**src/rtl/fms_pkg.sv**
```systemverilog
package fms_pkg;
  localparam logic [7:0] CH_SOH = 8'h01;
  localparam logic [7:0] CH_STX = 8'h02;
  localparam logic [7:0] CH_ENQ = 8'h05;
  localparam logic [7:0] CH_ACK = 8'h06;
  localparam logic [7:0] CH_NAK = 8'h15;

  typedef enum logic [1:0] {RPL_ACK, RPL_NAK, RPL_DATA} rpl_kind_e;

  typedef enum logic [2:0] {
    PS_IDLE, PS_ADDR, PS_DATA, PS_RD_ISSUE, PS_RD_CAPT, PS_WR_COMMIT, PS_REPLY
  } prs_state_e;

  typedef enum logic [1:0] {TS_IDLE, TS_SEND, TS_DRAIN} txs_state_e;
endpackage

```
**src/rtl/fms_timeout.sv**
```systemverilog
module fms_timeout #(
  parameter int TMO_CYC = 1000
) (
  input  logic clk_i,
  input  logic rst_ni,
  input  logic run_i,
  input  logic kick_i,
  output logic hit_o
);
  localparam int CW = $clog2(TMO_CYC + 1);
  localparam logic [CW-1:0] LIMIT = CW'(TMO_CYC);

  logic [CW-1:0] cnt_q, cnt_d;

  always_comb begin
    if (!run_i || kick_i)   cnt_d = '0;
    else if (cnt_q != LIMIT) cnt_d = cnt_q + 1'b1;
    else                     cnt_d = cnt_q;
  end

  always_ff @(posedge clk_i or negedge rst_ni) begin
    if (!rst_ni) cnt_q <= '0;
    else         cnt_q <= cnt_d;
  end

  assign hit_o = run_i && (cnt_q == LIMIT);
endmodule

```
**src/rtl/fms_frame_rx.sv**
```systemverilog
module fms_frame_rx
  import fms_pkg::*;
#(
  parameter int ADDR_BYTES = 2,
  parameter int DATA_BYTES = 4
) (
  input  logic                    clk_i,
  input  logic                    rst_ni,
  input  logic                    rx_valid_i,
  input  logic [7:0]              rx_byte_i,
  input  logic                    tmo_hit_i,
  output logic                    tmo_run_o,
  output logic [8*ADDR_BYTES-1:0] mem_addr_o,
  output logic [8*DATA_BYTES-1:0] mem_wdata_o,
  output logic                    mem_we_o,
  output logic                    rpl_start_o,
  output rpl_kind_e               rpl_kind_o,
  input  logic                    rpl_done_i
);
  localparam int AW    = 8 * ADDR_BYTES;
  localparam int DW    = 8 * DATA_BYTES;
  localparam int MAXB  = (ADDR_BYTES > DATA_BYTES) ? ADDR_BYTES : DATA_BYTES;
  localparam int CNT_W = $clog2(MAXB + 1);
  localparam logic [CNT_W-1:0] A_LAST = CNT_W'(ADDR_BYTES - 1);
  localparam logic [CNT_W-1:0] D_LAST = CNT_W'(DATA_BYTES - 1);

  prs_state_e       st_q, st_d;
  logic [CNT_W-1:0] cnt_q, cnt_d;
  logic             wr_q, wr_d;
  logic [AW-1:0]    addr_q, addr_d;
  logic [DW-1:0]    data_q, data_d;

  always_comb begin
    st_d        = st_q;
    cnt_d       = cnt_q;
    wr_d        = wr_q;
    addr_d      = addr_q;
    data_d      = data_q;
    rpl_start_o = 1'b0;
    rpl_kind_o  = RPL_ACK;
    unique case (st_q)
      PS_IDLE: begin
        if (rx_valid_i) begin
          if (rx_byte_i == CH_STX) begin
            wr_d = 1'b1; cnt_d = '0; st_d = PS_ADDR;
          end else if (rx_byte_i == CH_ENQ) begin
            wr_d = 1'b0; cnt_d = '0; st_d = PS_ADDR;
          end
        end
      end
      PS_ADDR: begin
        if (tmo_hit_i) begin
          if (wr_q) begin
            rpl_start_o = 1'b1; rpl_kind_o = RPL_NAK; st_d = PS_REPLY;
          end else begin
            st_d = PS_IDLE;
          end
        end else if (rx_valid_i) begin
          addr_d = (addr_q << 8) | AW'(rx_byte_i);
          if (cnt_q == A_LAST) begin
            cnt_d = '0;
            st_d  = wr_q ? PS_DATA : PS_RD_ISSUE;
          end else begin
            cnt_d = cnt_q + 1'b1;
          end
        end
      end
      PS_DATA: begin
        if (tmo_hit_i) begin
          rpl_start_o = 1'b1; rpl_kind_o = RPL_NAK; st_d = PS_REPLY;
        end else if (rx_valid_i) begin
          data_d = (data_q << 8) | DW'(rx_byte_i);
          if (cnt_q == D_LAST) st_d = PS_WR_COMMIT;
          else                 cnt_d = cnt_q + 1'b1;
        end
      end
      PS_WR_COMMIT: begin
        rpl_start_o = 1'b1; rpl_kind_o = RPL_ACK; st_d = PS_REPLY;
      end
      PS_RD_ISSUE: st_d = PS_RD_CAPT;
      PS_RD_CAPT: begin
        rpl_start_o = 1'b1; rpl_kind_o = RPL_DATA; st_d = PS_REPLY;
      end
      PS_REPLY: if (rpl_done_i) st_d = PS_IDLE;
      default: st_d = PS_IDLE;
    endcase
  end

  always_ff @(posedge clk_i or negedge rst_ni) begin
    if (!rst_ni) begin
      st_q   <= PS_IDLE;
      cnt_q  <= '0;
      wr_q   <= 1'b0;
      addr_q <= '0;
      data_q <= '0;
    end else begin
      st_q   <= st_d;
      cnt_q  <= cnt_d;
      wr_q   <= wr_d;
      addr_q <= addr_d;
      data_q <= data_d;
    end
  end

  assign tmo_run_o   = (st_q == PS_ADDR) || (st_q == PS_DATA);
  assign mem_addr_o  = addr_q;
  assign mem_wdata_o = data_q;
  assign mem_we_o    = (st_q == PS_WR_COMMIT);
endmodule

```
**src/rtl/fms_reply_tx.sv**
```systemverilog
module fms_reply_tx
  import fms_pkg::*;
#(
  parameter int ADDR_BYTES = 2,
  parameter int DATA_BYTES = 4
) (
  input  logic                    clk_i,
  input  logic                    rst_ni,
  input  logic                    start_i,
  input  rpl_kind_e               kind_i,
  input  logic [8*ADDR_BYTES-1:0] addr_i,
  input  logic [8*DATA_BYTES-1:0] word_i,
  output logic [7:0]              tx_byte_o,
  output logic                    tx_valid_o,
  input  logic                    tx_ready_i,
  input  logic                    tx_busy_i,
  output logic                    drv_en_o,
  output logic                    done_o
);
  localparam int LEN   = 1 + ADDR_BYTES + DATA_BYTES;
  localparam int BUF_W = 8 * LEN;
  localparam int LCW   = $clog2(LEN + 1);
  localparam logic [LCW-1:0] LEN_L = LCW'(LEN);
  localparam logic [LCW-1:0] ONE_L = LCW'(1);

  txs_state_e       ts_q, ts_d;
  logic [BUF_W-1:0] buf_q, buf_d;
  logic [LCW-1:0]   left_q, left_d;

  always_comb begin
    ts_d   = ts_q;
    buf_d  = buf_q;
    left_d = left_q;
    unique case (ts_q)
      TS_IDLE: begin
        if (start_i) begin
          ts_d = TS_SEND;
          unique case (kind_i)
            RPL_DATA: begin
              buf_d  = {CH_SOH, addr_i, word_i};
              left_d = LEN_L;
            end
            RPL_NAK: begin
              buf_d  = {CH_NAK, {(BUF_W-8){1'b0}}};
              left_d = ONE_L;
            end
            default: begin
              buf_d  = {CH_ACK, {(BUF_W-8){1'b0}}};
              left_d = ONE_L;
            end
          endcase
        end
      end
      TS_SEND: begin
        if (tx_ready_i) begin
          buf_d  = buf_q << 8;
          left_d = left_q - 1'b1;
          if (left_q == ONE_L) ts_d = TS_DRAIN;
        end
      end
      TS_DRAIN: if (!tx_busy_i) ts_d = TS_IDLE;
      default: ts_d = TS_IDLE;
    endcase
  end

  always_ff @(posedge clk_i or negedge rst_ni) begin
    if (!rst_ni) begin
      ts_q   <= TS_IDLE;
      buf_q  <= '0;
      left_q <= '0;
    end else begin
      ts_q   <= ts_d;
      buf_q  <= buf_d;
      left_q <= left_d;
    end
  end

  assign tx_valid_o = (ts_q == TS_SEND);
  assign tx_byte_o  = buf_q[BUF_W-1 -: 8];
  assign drv_en_o   = (ts_q != TS_IDLE);
  assign done_o     = (ts_q == TS_DRAIN) && !tx_busy_i;
endmodule

```
**src/rtl/frame_mem_slave.sv**
```systemverilog
module frame_mem_slave
  import fms_pkg::*;
#(
  parameter int ADDR_BYTES = 2,
  parameter int DATA_BYTES = 4,
  parameter int TMO_CYC    = 1000
) (
  input  logic                    clk_i,
  input  logic                    rst_ni,
  input  logic                    rx_valid_i,
  input  logic [7:0]              rx_byte_i,
  output logic                    rx_en_o,
  output logic [7:0]              tx_byte_o,
  output logic                    tx_valid_o,
  input  logic                    tx_ready_i,
  input  logic                    tx_busy_i,
  output logic                    drv_en_o,
  output logic [8*ADDR_BYTES-1:0] mem_addr_o,
  output logic [8*DATA_BYTES-1:0] mem_wdata_o,
  output logic                    mem_we_o,
  input  logic [8*DATA_BYTES-1:0] mem_rdata_i
);
  logic      tmo_run, tmo_hit;
  logic      rpl_start, rpl_done;
  rpl_kind_e rpl_kind;

  assign rx_en_o = 1'b1;

  fms_timeout #(.TMO_CYC(TMO_CYC)) u_tmo (
    .clk_i  (clk_i),
    .rst_ni (rst_ni),
    .run_i  (tmo_run),
    .kick_i (rx_valid_i),
    .hit_o  (tmo_hit)
  );

  fms_frame_rx #(.ADDR_BYTES(ADDR_BYTES), .DATA_BYTES(DATA_BYTES)) u_rx (
    .clk_i       (clk_i),
    .rst_ni      (rst_ni),
    .rx_valid_i  (rx_valid_i),
    .rx_byte_i   (rx_byte_i),
    .tmo_hit_i   (tmo_hit),
    .tmo_run_o   (tmo_run),
    .mem_addr_o  (mem_addr_o),
    .mem_wdata_o (mem_wdata_o),
    .mem_we_o    (mem_we_o),
    .rpl_start_o (rpl_start),
    .rpl_kind_o  (rpl_kind),
    .rpl_done_i  (rpl_done)
  );

  fms_reply_tx #(.ADDR_BYTES(ADDR_BYTES), .DATA_BYTES(DATA_BYTES)) u_tx (
    .clk_i      (clk_i),
    .rst_ni     (rst_ni),
    .start_i    (rpl_start),
    .kind_i     (rpl_kind),
    .addr_i     (mem_addr_o),
    .word_i     (mem_rdata_i),
    .tx_byte_o  (tx_byte_o),
    .tx_valid_o (tx_valid_o),
    .tx_ready_i (tx_ready_i),
    .tx_busy_i  (tx_busy_i),
    .drv_en_o   (drv_en_o),
    .done_o     (rpl_done)
  );
endmodule

```
**config.mk**
```make
export PLATFORM = sky130hd
export DESIGN_NAME = frame_mem_slave
export DESIGN_NICKNAME = d
export VERILOG_FILES = /design/src/rtl/fms_pkg.sv /design/src/rtl/fms_timeout.sv /design/src/rtl/fms_frame_rx.sv /design/src/rtl/fms_reply_tx.sv /design/src/rtl/frame_mem_slave.sv
export SDC_FILE = /design/constraint.sdc
export NUM_CORES = 1
export LEC_CHECK = 0
export ABC_AREA = 0
export BUFFER_PORTS_ARGS = -buffer_cell sky130_fd_sc_hd__buf_4
export CELL_PAD_IN_SITES_DETAIL_PLACEMENT = 1
export CELL_PAD_IN_SITES_GLOBAL_PLACEMENT = 2
export CORE_MARGIN = 10
export CORE_UTILIZATION = 39
export DETAILED_ROUTE_END_ITERATION = 8
export GPL_ROUTABILITY_DRIVEN = 0
export GPL_TIMING_DRIVEN = 0
export PLACE_DENSITY_LB_ADDON = 0.05
export SYNTH_ARGS = -nofsm -noshare
export SYNTH_HDL_FRONTEND = slang
export SYNTH_SLANG_ARGS = --single-unit
```
**constraint.sdc**
```tcl
create_clock -name clk_i -period 6.7 [get_ports clk_i]
set_clock_uncertainty 0.15 [all_clocks]
set_input_delay 0.67 -clock clk_i [delete_from_list [all_inputs] [get_ports clk_i]]
set_output_delay 0.67 -clock clk_i [all_outputs]
set_load 0.05 [all_outputs]
```
## Word-level counts from Yosys, hierarchy flattened

Cells that the tools add are included.

- Reductions and logical operators: 21
- Eq/ne operators: 33
- Muxes and demuxes: 48
- Bitwise operators: 3
- Add/subtract/negate cells: 3

Operators by type and width:

| operator | number |
|---|---|
| $mux 56 | 2 |
| $pmux 56 s2 | 1 |
| $pmux 53 s2 | 1 |
| $mux 3 | 23 |
| $or 32x8->32 | 1 |
| $mux 10 | 2 |
| $ne 2x2->1 const B | 9 |
| $pmux 3 s6 | 1 |
| $or 16x8->16 | 1 |
| $pmux 2 s3 | 2 |
| $reduce_and 3->1 | 4 |
| $add 10x1->10 const B | 1 |
| $eq 10x10->1 const B | 1 |
| $mux 2 | 5 |
| $ne 10x10->1 const B | 1 |
| $eq 3x1->1 const B | 3 |
| $eq 3x2->1 const B | 3 |
| $eq 3x3->1 const B | 3 |
| $pmux 3 s3 | 1 |
| $eq 8x2->1 const B | 1 |
| $eq 8x3->1 const B | 1 |
| $mux 1 | 8 |
| $reduce_and 8->1 | 1 |
| $reduce_bool 2->1 | 4 |
| other kinds (20) | 28 |

- Word-level logic and storage cells: 117
- Output and inout port bits: 60
- Bits in registers: 126
- Bits of input ports: 45

## Logic depth before layout (Yosys ltp)

Gate-level depths: netlist (run 1).

- Depth after elaboration: 9
- Gate-level depth with buffers: 11
- Depth with buffers taken out: 10

## Hierarchy

From an unflattened synthesis (run 1), not the netlist that was laid out.

- Cell total of the unflattened synthesis: 581
- Area total of the unflattened synthesis: 6508.7 µm²

Modules (own cells, without submodules):

| module | cells each | area an instance (µm²) | instances | sequential area each (µm²) |
|---|---|---|---|---|
| fms_reply_tx | 338 | 3535.9 | 1 | 1526.5 |
| fms_frame_rx | 184 | 2408.6 | 1 | 1376.3 |
| fms_timeout | 57 | 553.0 | 1 | 250.2 |
| frame_mem_slave | 2 | 11.3 | 1 | 0.0 |

## Worst setup path before layout (run 1)

No wires, ideal clock.

- Kind: reg2reg
- Start: register u_tmo.cnt_q[4]
- End: register u_tx.buf_q[27]
- Path buffers: 3
- Setup slack: 4.350 ns
- Library setup time: 0.125 ns
- Data required time: 6.425 ns
- Arrival time: 2.075 ns
- Cell stages (with the launch flop): 11
- Clock period less this slack: 2.350 ns
- Cell sequence: dfrtp_1 -> and4bb_1 -> and4_1 -> buf_2 -> nand2_1 -> ha_1 -> buf_1 -> clkbuf_1 -> nand3_1 -> nand2_1 -> mux2_4

- Longest elaborated chain between the ends: 8
- Elaborated cells on any way between the ends: 15
- Classes of those cells: eq/ne: 4; mux: 9; reduce/logical: 2

RTL lines:

| what | RTL line | RTL |
|---|---|---|
| from (decl) | fms_timeout.sv:13 | `logic [CW-1:0] cnt_q, cnt_d;` |
| from (signal assigned) | fms_timeout.sv:23 | `else cnt_q <= cnt_d;` |
| $eq 10x10->1 * | fms_timeout.sv:26 | `assign hit_o = run_i && (cnt_q == LIMIT);` |
| $logic_and 1x1->1 * | fms_timeout.sv:26 |  |
| $mux 1 / $mux 2 (equally long branches) | fms_frame_rx.sv:69, fms_frame_rx.sv:52 |  |
| $pmux 2 s3 | fms_frame_rx.sv:41 | `unique case (st_q)` |
| $eq 2x1->1 / $eq 2x2->1 (equally long branches) | fms_reply_tx.sv:38 | `unique case (kind_i)` |
| $pmux 53 s2 | fms_reply_tx.sv:38 |  |
| $mux 56 | fms_reply_tx.sv:36 | `if (start_i) begin` |
| $pmux 56 s2 | fms_reply_tx.sv:34 | `unique case (ts_q)` |
| to (signal assigned) | fms_reply_tx.sv:73 | `buf_q <= buf_d;` |
| to (decl) | fms_reply_tx.sv:27 | `logic [BUF_W-1:0] buf_q, buf_d;` |

Every way passes the cells marked *; elsewhere a longest branch is shown, timed or not. The select of a mux whose other input is x is not followed.
A chain may end at the register's enable or synchronous reset.

## Worst setup path after layout (run 1)

- Start: register u_tx.ts_q[0]
- End: output tx_valid_o

- Longest elaborated chain between the ends: 1

RTL lines:

| what | RTL line | RTL |
|---|---|---|
| from (decl) | fms_reply_tx.sv:26 | `txs_state_e ts_q, ts_d;` |
| from (signal assigned) | fms_reply_tx.sv:72 | `ts_q <= ts_d;` |
| $eq 2x1->1 | fms_reply_tx.sv:78 | `assign tx_valid_o = (ts_q == TS_SEND);` |
| to (decl) | frame_mem_slave.sv:14 | `output logic tx_valid_o,` |

Every way passes these cells.

==> results of run 1 <==
-- cells by family (layout without fill, tap and decap cells) --
group	Yosys count	in the layout
simple gates	209	209
other cells	1	1
flops	126	126
fa+ha+maj	10	10
xor+xnor	7	7
compound gates	35	35
mux	106	106
buf+inv	54	191
-- area by class of cell --
class / instances / area (um2)
Timing Repair Buffer: 105 / 815
Buffer: 42 / 218
Clock inverter: 15 / 184
Inverter: 12 / 45.0
Multi-Input combinational cell: 368 / 2600
Tap cell: 188 / 235
Fill cell: 1657 / 7470
Sequential cell: 126 / 3150
Clock buffer: 17 / 425
-- metal layers --
layer  global-route usage (%)  routed length [um]  up-vias
met1                     18.8                6860     2274
met5                        0                   0        -
met4                     4.84                 140        0
met2                     29.5                8770       71
met3                     5.18                 802       10
li1                         -                   -     2132
-- cell usage in the layout (no fill, tap or decap), drive strengths merged, types with 3 or more instances in the layout --
master    Yosys  routed
ha           10      10
bufinv        0       3
a32o          5       5
buf          21     125
dfrtp       126     126
nand2       101     101
xnor2         3       3
nor3          4       4
clkbuf       21      38
a21oi         7       7
clkinvlp      0       3
and3         12      12
nor2         23      23
inv          11      16
nand3        47      47
nand2b        6       6
mux2        104     104
clkinv        1       5
o21ai         7       7
xor2          4       4
nor2b         3       3
-- power breakdown --
| part | switching [mW] | internal (mW) |
|---|---|---|
| combinational | 1.33 | 0.752 |
| sequential | 0.220 | 1.05 |
| clock | 0.357 | 0.590 |
| total | 1.91 | 2.39 |
-- final timing paths --
kind	end	slack, ns	cells past startpoint
max	tx_valid_o	3.42	6
min	u_rx.mem_wdata_o[4]$_DFFE_PN0P_	0.36	2
max reg2reg	u_tx.buf_q[46]$_DFFE_PN0P_	3.84	10
min reg2reg	u_tx.buf_q[54]$_DFFE_PN0P_	0.36	1
max in group asynchronous	u_tx.buf_q[9]$_DFFE_PN0P_	5.09	3
min in group asynchronous	u_tx.buf_q[38]$_DFFE_PN0P_	0.55	2
-- flip-flops by register name, summed over array words and instances (netlist names) --
signal and cells:
u_rx.cnt_q 3, u_rx.mem_addr_o 16, u_rx.mem_wdata_o 32, u_rx.st_q 3, u_rx.wr_q 1, u_tmo.cnt_q 10, u_tx.buf_q 56, u_tx.left_q 3
u_tx.ts_q 2
-- worst max-delay path: stages, from the launching register on --
cell and delay [ns]:
dfrtp_1 0.36, clkbuf_1 0.20, nand2b_1 0.12, clkbuf_1 0.39
clkinv_1 0.29, clkbuf_1 0.37, buf_4 0.31
==> flow_summary.toml, run 1 <==
[sta]
fin_crit_ns = 3.28
grt_setup_unrepaired = "false"
worst_pin_slew_ns = 0.662
setup_tns_ns = 0
fin_ws_ns = 3.42
post-route-period-util_pct = 48.9
setup_viol = 0
relSlewSlack_pct = 55.9
hold_violations = 0
fmax_ghz = 0.305
hold_slack_ns = 0.356
drv_slew = 0

[setup_path]
path_max_fanout = 10
cp.required_ns = 5.88
cp.arrival_ns = 2.46
worst_setup_path_start_kind = "flip-flop"
startpoint = "u_tx.ts_q[0]$_DFFE_PN0P_"
end_kind = "output port"
reg2reg_from = "u_tmo.cnt_q[4]$_DFFE_PN0P_"
setup.worst_path.class = "flip-flop to output port"

[synth]
yosys_warnings = 0
synth-simple-area-share_pct = 15.8
synth_fa_ha_area_share_pct = 2.08
syn_area_um2 = 6020
avgSynthCellArea_um2 = 11.0
synth.most_common_cell = "dfrtp_1"
synth_xor_area_share_pct = 1.02
ys_async_sr_fraction_pct = 100
synth_top_cells_by_count = "126 x dfrtp_1, 101 x mux2_2, 101 x nand2_1"
synth_edf_count = 0
synth_top_area_share_pct = 52.4
synth_compound_gate_area_share_pct = 4.26
synth_cells = 548
yosys.area.top_type = "dfrtp_1"
ys_seq_area_share_pct = 52.4
ys.flop_type = "dfrtp_1"
ys_ff_latch = 126
synthTopCellsByArea = "dfrtp_1 52%, mux2_2 19%, nand2_1 6.3%"
synth_top_family_by_area = "multiplexers"
synth_mux_area_share_pct = 20.0
syn_nets = 603
synth.distinct_cells = 47

[cts]
cts_tree = "done"
clk-insertion-delay-late_ns = 0.41
clk_pin_slew_ns = 0.06
cts_sinks = 126
cts_inserted_buffers = 17
htreeDepth = 4
postCtsSetupBuffers = 0
cts_buffer_depth = 2
cts_hold_buf = 1
cts_resized = 0
cts-root-buf = "clkbuf_16"

[floorplan]
fp.dieW_um = 144
ios = 105
fp.dieH_um = 144
rows = 45
core-area_um2 = 15100
initial_core_util_pct = 39.7
dieArea_um2 = 20800

[route]
wl_um = 16600
drtPass1Iterations = 4
vias = 4487
wl_per_cell_um = 19.0
detail-route-antenna-nets = 0
drc = 0
dr.first_iter.drc_count = 285
via_per_inst = 5.14

[layout]
post-route-cell-area_um2 = 7680
area_growth_syn_to_layout_pct = 27.6
final_core_util_pct = 50.7
final_cells = 873
diodes = 0
finalNetCount = 727
drive_gt1_share_pct = 38.5

[power]
p_leak_nw = 3.84
p_per_area_nw_per_um2 = 560
ir_drop_v = 0.000344
total_power_mw = 4.30

[placed_design]
place_ws_ns = 3.81
dpl-instance-area_um2 = 7060
dp.cells = 840
port_buffers = 103
hpwl_um = 12100

[run_status]
status = "complete, no violations"

[flow_run]
cap_violations = 0

[hold_path]
hp-class = "input port to flip-flop"
hp-start = "rx_byte_i[4]"

[global_route]
grt_start_max_net_pins = 99
grt_pass1_wl_um = 26600
grt_pass1_vias = 4999
grt_overflow = 0
antenna_found_initial = 0
track_usage_pct = 16.6
Power figures use the tool's default switching activity.
==> run 2: changes to the inputs <==
Settings changed: CORE_UTILIZATION 39 to 33.
Clock period 6.7 ns to 3 ns, I/O delays scaled along.
==> flow_summary.toml, run 2 (synthesis gave the netlist of run 1 again) <==
[sta]
fmax_ghz = 0.362
post-route-period-util_pct = 92.2
fin_crit_ns = 2.77
setup_viol = 0
fin_ws_ns = 0.234
hold_violations = 0
worst_pin_slew_ns = 0.591
drv_slew = 0
grt_setup_unrepaired = "false"
relSlewSlack_pct = 60.6
setup_tns_ns = 0

[cts]
cts_inserted_buffers = 17
htreeDepth = 4
cts-root-buf = "clkbuf_16"
cts_tree = "done"
clk_pin_slew_ns = 0.06
cts_sinks = 126
clk-insertion-delay-late_ns = 0.43
cts_buffer_depth = 2
postCtsSetupBuffers = 0

[layout]
drive_gt1_share_pct = 38.8
final_common_cell = "dfrtp_1"
finalNetCount = 733
diodes = 0
top_register = "u_tx.buf_q"
area_growth_syn_to_layout_pct = 29.7
largest_register_ffs = 56
layout_common_cells = "126 x dfrtp_1, 111 x buf_4, 101 x nand2_1, 101 x mux2_2, 47 x nand3_1"

[floorplan]
rows = 49
core-area_um2 = 18000
dieArea_um2 = 24000
fp.dieH_um = 155
initial_core_util_pct = 33.5
fp.dieW_um = 155
ios = 105

[setup_path]
r2r_cells = 10
reg2reg_from = "u_tmo.cnt_q[4]$_DFFE_PN0P_"
end_kind = "flip-flop"
cp.required_ns = 3.15
path_max_fanout = 10
max_stage_delay_ns = 0.41
rrSetupSlack_ns = 0.23
path_cells = "and4bb_1 -> and4_1 -> buf_2 -> nand2_1 -> ha_1 -> buf_1 -> clkbuf_1 -> nand3_1 -> nand2_1 -> mux2_4"
r2r-end = "u_tx.buf_q[27]$_DFFE_PN0P_"
cp.arrival_ns = 2.92
slowest_stage = "dfrtp_1"
setup.worst_path.class = "flip-flop to flip-flop"
crit_path_frequent_cell = "nand2_1"
worst_setup_path_start_kind = "flip-flop"

[hold_path]
hp-class = "input port to flip-flop"
hp-start = "tx_busy_i"
hold_path_end = "u_tx.ts_q[1]$_DFFE_PN0P_"
whs_path_depth = 3

[route]
drc = 0
vias = 4495
dr.first_iter.drc_count = 139
detail-route-antenna-nets = 0
wl_per_cell_um = 18.6
via_per_inst = 4.89
wl_um = 17100
drtPass1Iterations = 4

[placed_design]
port_buffers = 103
place_ws_ns = 0.0839
hpwl_um = 12700

[power]
ir_drop_v = 0.000858
p_leak_nw = 3.88
p_per_area_nw_per_um2 = 1230

[global_route]
track_usage_pct = 14.5
grt_overflow = 0
antenna_found_initial = 0
grt_pass1_wl_um = 27900
grt_start_max_net_pins = 82
grt_pass1_vias = 5058

[flow_run]
cap_violations = 0

[run_status]
status = "complete, no violations"
-- run 2: final cells by class --
cell class,instances,area (um2)
fillers,2017,10200
inverters,12,48.8
plain buffers,40,214
flip-flops and latches,126,3150
clock inverters,13,153
multi-input cells,368,2600
well taps,229,287
clock buffers,19,453
repair buffers,113,895
-- run 2: worst max-delay path: cells and delay by family (launching register included) --
family	cells	cell delay (ns)
fa+ha+maj	1	0.22
buf+inv	3	0.65
flops	1	0.41
mux	1	0.26
simple gates	5	0.94
-- run 2: power breakdown --
group / switching (mW) / internal [mW]
clock network: 0.820 / 1.28
registers: 0.498 / 2.34
logic: 2.97 / 1.68
total: 4.29 / 5.31
-- run 2: worst max-delay path by stage --
stage | start | end | slack (ns) | depth (start not counted)
floorplan | u_tmo.cnt_q[4]$_DFFE_PN0P_ | u_tx.buf_q[27]$_DFFE_PN0P_ | 0.65 | 10
global placement | u_tmo.cnt_q[4]$_DFFE_PN0P_ | u_tx.buf_q[42]$_DFFE_PN0P_ | 0.11 | 10
detailed placement | u_tmo.cnt_q[4]$_DFFE_PN0P_ | u_tx.buf_q[42]$_DFFE_PN0P_ | 0.08 | 10
CTS | u_tmo.cnt_q[4]$_DFFE_PN0P_ | u_tx.buf_q[37]$_DFFE_PN0P_ | 0.07 | 10
global route | u_tmo.cnt_q[0]$_DFFE_PN0P_ | u_tx.buf_q[50]$_DFFE_PN0P_ | 0.006 | 10
finish | u_tmo.cnt_q[4]$_DFFE_PN0P_ | u_tx.buf_q[27]$_DFFE_PN0P_ | 0.23 | 10
-- run 2: stage by stage --
step                      power (mW)  cells  hold slack [ns]  area [um2]  util [%]
after floorplan                 6.03    548           -0.146        6020         -
after detailed placement        7.61    881            0.113        7110      39.6
after global placement          7.50    880            0.331        7080      39.4
after global routing            10.2    920          0.00433        7800      43.4
after CTS                       9.77    920          0.00526        7800      43.4
final                           9.60    920           0.0126        7800      43.4
-- run 2: per-layer routing --
layer	share of wire, %	GRT usage [%]	vias to the layer above
met1	42	17.0	2267
met5	0	0	-
li1	-	-	2145
met2	51	24.8	72
met3	5.6	4.71	11
met4	1.1	4.32	0
-- run 2: repair_timing --
item / CTS / global route
hold buffers: 9 / 0
endpoints found under the hold margin: 61 / 0
setup endpoints to repair: 1 / 27
gates resized for setup: 0 / 9
==> run 3: changes to the inputs <==
Settings changed: ABC_AREA 0 to 1, CORE_UTILIZATION 33 to 29.
==> flow_summary.toml, run 3 <==
[run_status]
status = "complete, no violations"

[synth]
syn_area_um2 = 6210
synth_edf_count = 0
syn_nets = 855
synthTopCellsByArea = "dfrtp_1 51%, nand2_1 19%, nand4_1 6.1%"
synth_compound_gate_area_share_pct = 6.14
yosys_warnings = 0
ys.flop_type = "dfrtp_1"
synth_fa_ha_area_share_pct = 2.01
yosys.area.top_type = "dfrtp_1"
synth_top_area_share_pct = 50.8
synth_top_family_by_area = "simple AND/OR/NAND/NOR gates"
synth_xor_area_share_pct = 0.705
avgSynthCellArea_um2 = 7.76
synth_top_cells_by_count = "322 x nand2_1, 126 x dfrtp_1, 61 x nand4_1"
synth.most_common_cell = "nand2_1"
synth-simple-area-share_pct = 31.7
ys_seq_area_share_pct = 50.8
ys_ff_latch = 126
synth_cells = 800
synth.distinct_cells = 29
synth_mux_area_share_pct = 0
ys_async_sr_fraction_pct = 100

[global_route]
grt_pass1_vias = 6253
track_usage_pct = 14.6
grt_overflow = 0
grt_pass1_wl_um = 33400
antenna_found_initial = 0
grt_start_max_net_pins = 78

[cts]
cts-root-buf = "clkbuf_16"
clk-insertion-delay-late_ns = 0.42
htreeDepth = 4
cts_sinks = 126
cts_tree = "done"
cts_buffer_depth = 2
clk_pin_slew_ns = 0.06
cts_inserted_buffers = 17

[route]
dr_wl_met2_um = 9690
drtPass1Iterations = 4
via_per_inst = 4.69
dr.first_iter.drc_count = 191
routed.top_layer = "met4"
m1WireLength_um = 9600
vias = 5689
drc = 0
wl_per_cell_um = 16.7
wl_met3_um = 743
detail-route-antenna-nets = 0
wl_um = 20300

[layout]
final_core_util_pct = 37.8
final_common_cell = "nand2_1"
area_growth_syn_to_layout_pct = 28.0
layout_common_cells = "322 x nand2_1, 126 x dfrtp_1, 111 x buf_4, 61 x nand4_1, 59 x inv_1"
finalNetCount = 979
diodes = 0
top_register = "u_tx.buf_q"
final_cells = 1212
post-route-cell-area_um2 = 7950
drive_gt1_share_pct = 20.1
largest_register_ffs = 56

[placed_design]
dpl-instance-area_um2 = 7360
port_buffers = 103
dp.cells = 1179
hpwl_um = 15400
place_ws_ns = 0.227

[setup_path]
path_cells = "inv_1 -> ha_1 -> nand2_1 -> nor2_1 -> nand3_1 -> inv_2 -> o21ai_2 -> ha_1 -> nand2_1 -> inv_1 -> buf_2 -> nand2_1 -> nand2_1 -> nand4_1 -> nand2_1"
end_kind = "flip-flop"
worst_setup_path_start_kind = "flip-flop"
setup.worst_path.class = "flip-flop to flip-flop"
crit_path_frequent_cell = "nand2_1"
slowest_stage = "dfrtp_1"
cp.required_ns = 3.20
max_stage_delay_ns = 0.38
cp.arrival_ns = 2.95
path_max_fanout = 10

[power]
p_leak_nw = 4.25
swShare_pct = 48.9
p_per_area_nw_per_um2 = 1130
ir_drop_v = 0.000617
combinationalPowerShare_pct = 47.7
seqPwrFrac_pct = 29.4
p_int_mw = 4.60
p_switching_mw = 4.40
total_power_mw = 9.00
power_frac_clock_pct = 22.9

[floorplan]
fp.dieW_um = 166
ios = 105
initial_core_util_pct = 29.5
core-area_um2 = 21000
rows = 53
dieArea_um2 = 27700
fp.dieH_um = 166

[sta]
grt_setup_unrepaired = "false"
post-route-period-util_pct = 91.5
fin_crit_ns = 2.75
hold_violations = 0
hold_slack_ns = 0.0416
worst_pin_slew_ns = 0.576
fmax_ghz = 0.364
setup_tns_ns = 0
drv_slew = 0
relSlewSlack_pct = 61.6
setup_viol = 0
fin_ws_ns = 0.255

[hold_path]
hp-class = "input port to flip-flop"

[flow_run]
cap_violations = 0
-- run 3: repair_timing --
action | in CTS | in global routing
hold endpoints to repair | 49 | 0
gates resized for setup | 0 | 0
hold buffers | 1 | 0
setup buffers | 0 | 0
endpoints found under the setup margin | 0 | 0
-- run 3: path summary, 6_finish.rpt --
path                                                  from                              to  slack [ns]  cells after the start
worst max-delay path            u_tmo.cnt_q[0]$_DFFE_PN0P_      u_tx.buf_q[43]$_DFFE_PN0P_        0.25                     15
max in group asynchronous                           rst_ni      u_tx.buf_q[30]$_DFFE_PN0P_        1.68                      3
worst min register to register  u_tx.buf_q[55]$_DFFE_PN0P_      u_tx.buf_q[55]$_DFFE_PN0P_        0.32                      2
min in group asynchronous                           rst_ni      u_tx.buf_q[54]$_DFFE_PN0P_        0.24                      2
worst min-delay path                          rx_byte_i[7]  u_rx.mem_addr_o[7]$_DFFE_PN0P_        0.04                      3
worst max register to register  u_tmo.cnt_q[0]$_DFFE_PN0P_      u_tx.buf_q[43]$_DFFE_PN0P_        0.25                     15
-- run 3: critical path, delay by kind of cell (launching register included) --
family / cells / cell delay [ns]
and+or+nand+nor: 8 / 0.89
AOI/OAI and AO/OA: 1 / 0.13
buffers and inverters: 4 / 0.71
DFF: 1 / 0.38
adders and majority gates: 2 / 0.42
-- run 3: metal layers --
| metal | vias to the layer above | GRT usage [%] |
|---|---|---|
| met5 | - | 0 |
| met2 | 91 | 24.4 |
| met1 | 2775 | 18.4 |
| met4 | 0 | 4.43 |
| met3 | 18 | 3.50 |
| li1 | 2805 | - |
-- run 3: cell families (layout without fill, tap and decap cells) --
family | Yosys count | after routing
buffers and inverters | 120 | 257
AOI/OAI and AO/OA | 74 | 74
other | 1 | 1
DFF | 126 | 126
and+or+nand+nor | 464 | 464
adders and majority gates | 10 | 10
xor gates and xnor gates | 5 | 5
-- run 3: cell type report --
class,count,area (um2)
buffer,54,289
clock buffer,17,425
clock inverter,15,156
fill,2545,13100
inverter,66,248
multi-input combinational,554,2520
sequential,126,3150
tap,275,344
timing repair buffer,105,815
-- run 3: power groups by stage --
| stage | clock [mW] | combinational, mW | sequential (mW) |
|---|---|---|---|
| 2_1_floorplan | 0 | 1.97 | 3.55 |
| 3_3_place_gp | 0 | 4.29 | 2.66 |
| 3_5_place_dp | 0 | 4.38 | 2.68 |
| 4_1_cts | 2.11 | 4.39 | 2.66 |
| 5_1_grt | 2.19 | 4.70 | 2.72 |
| 6_report | 2.06 | 4.30 | 2.65 |
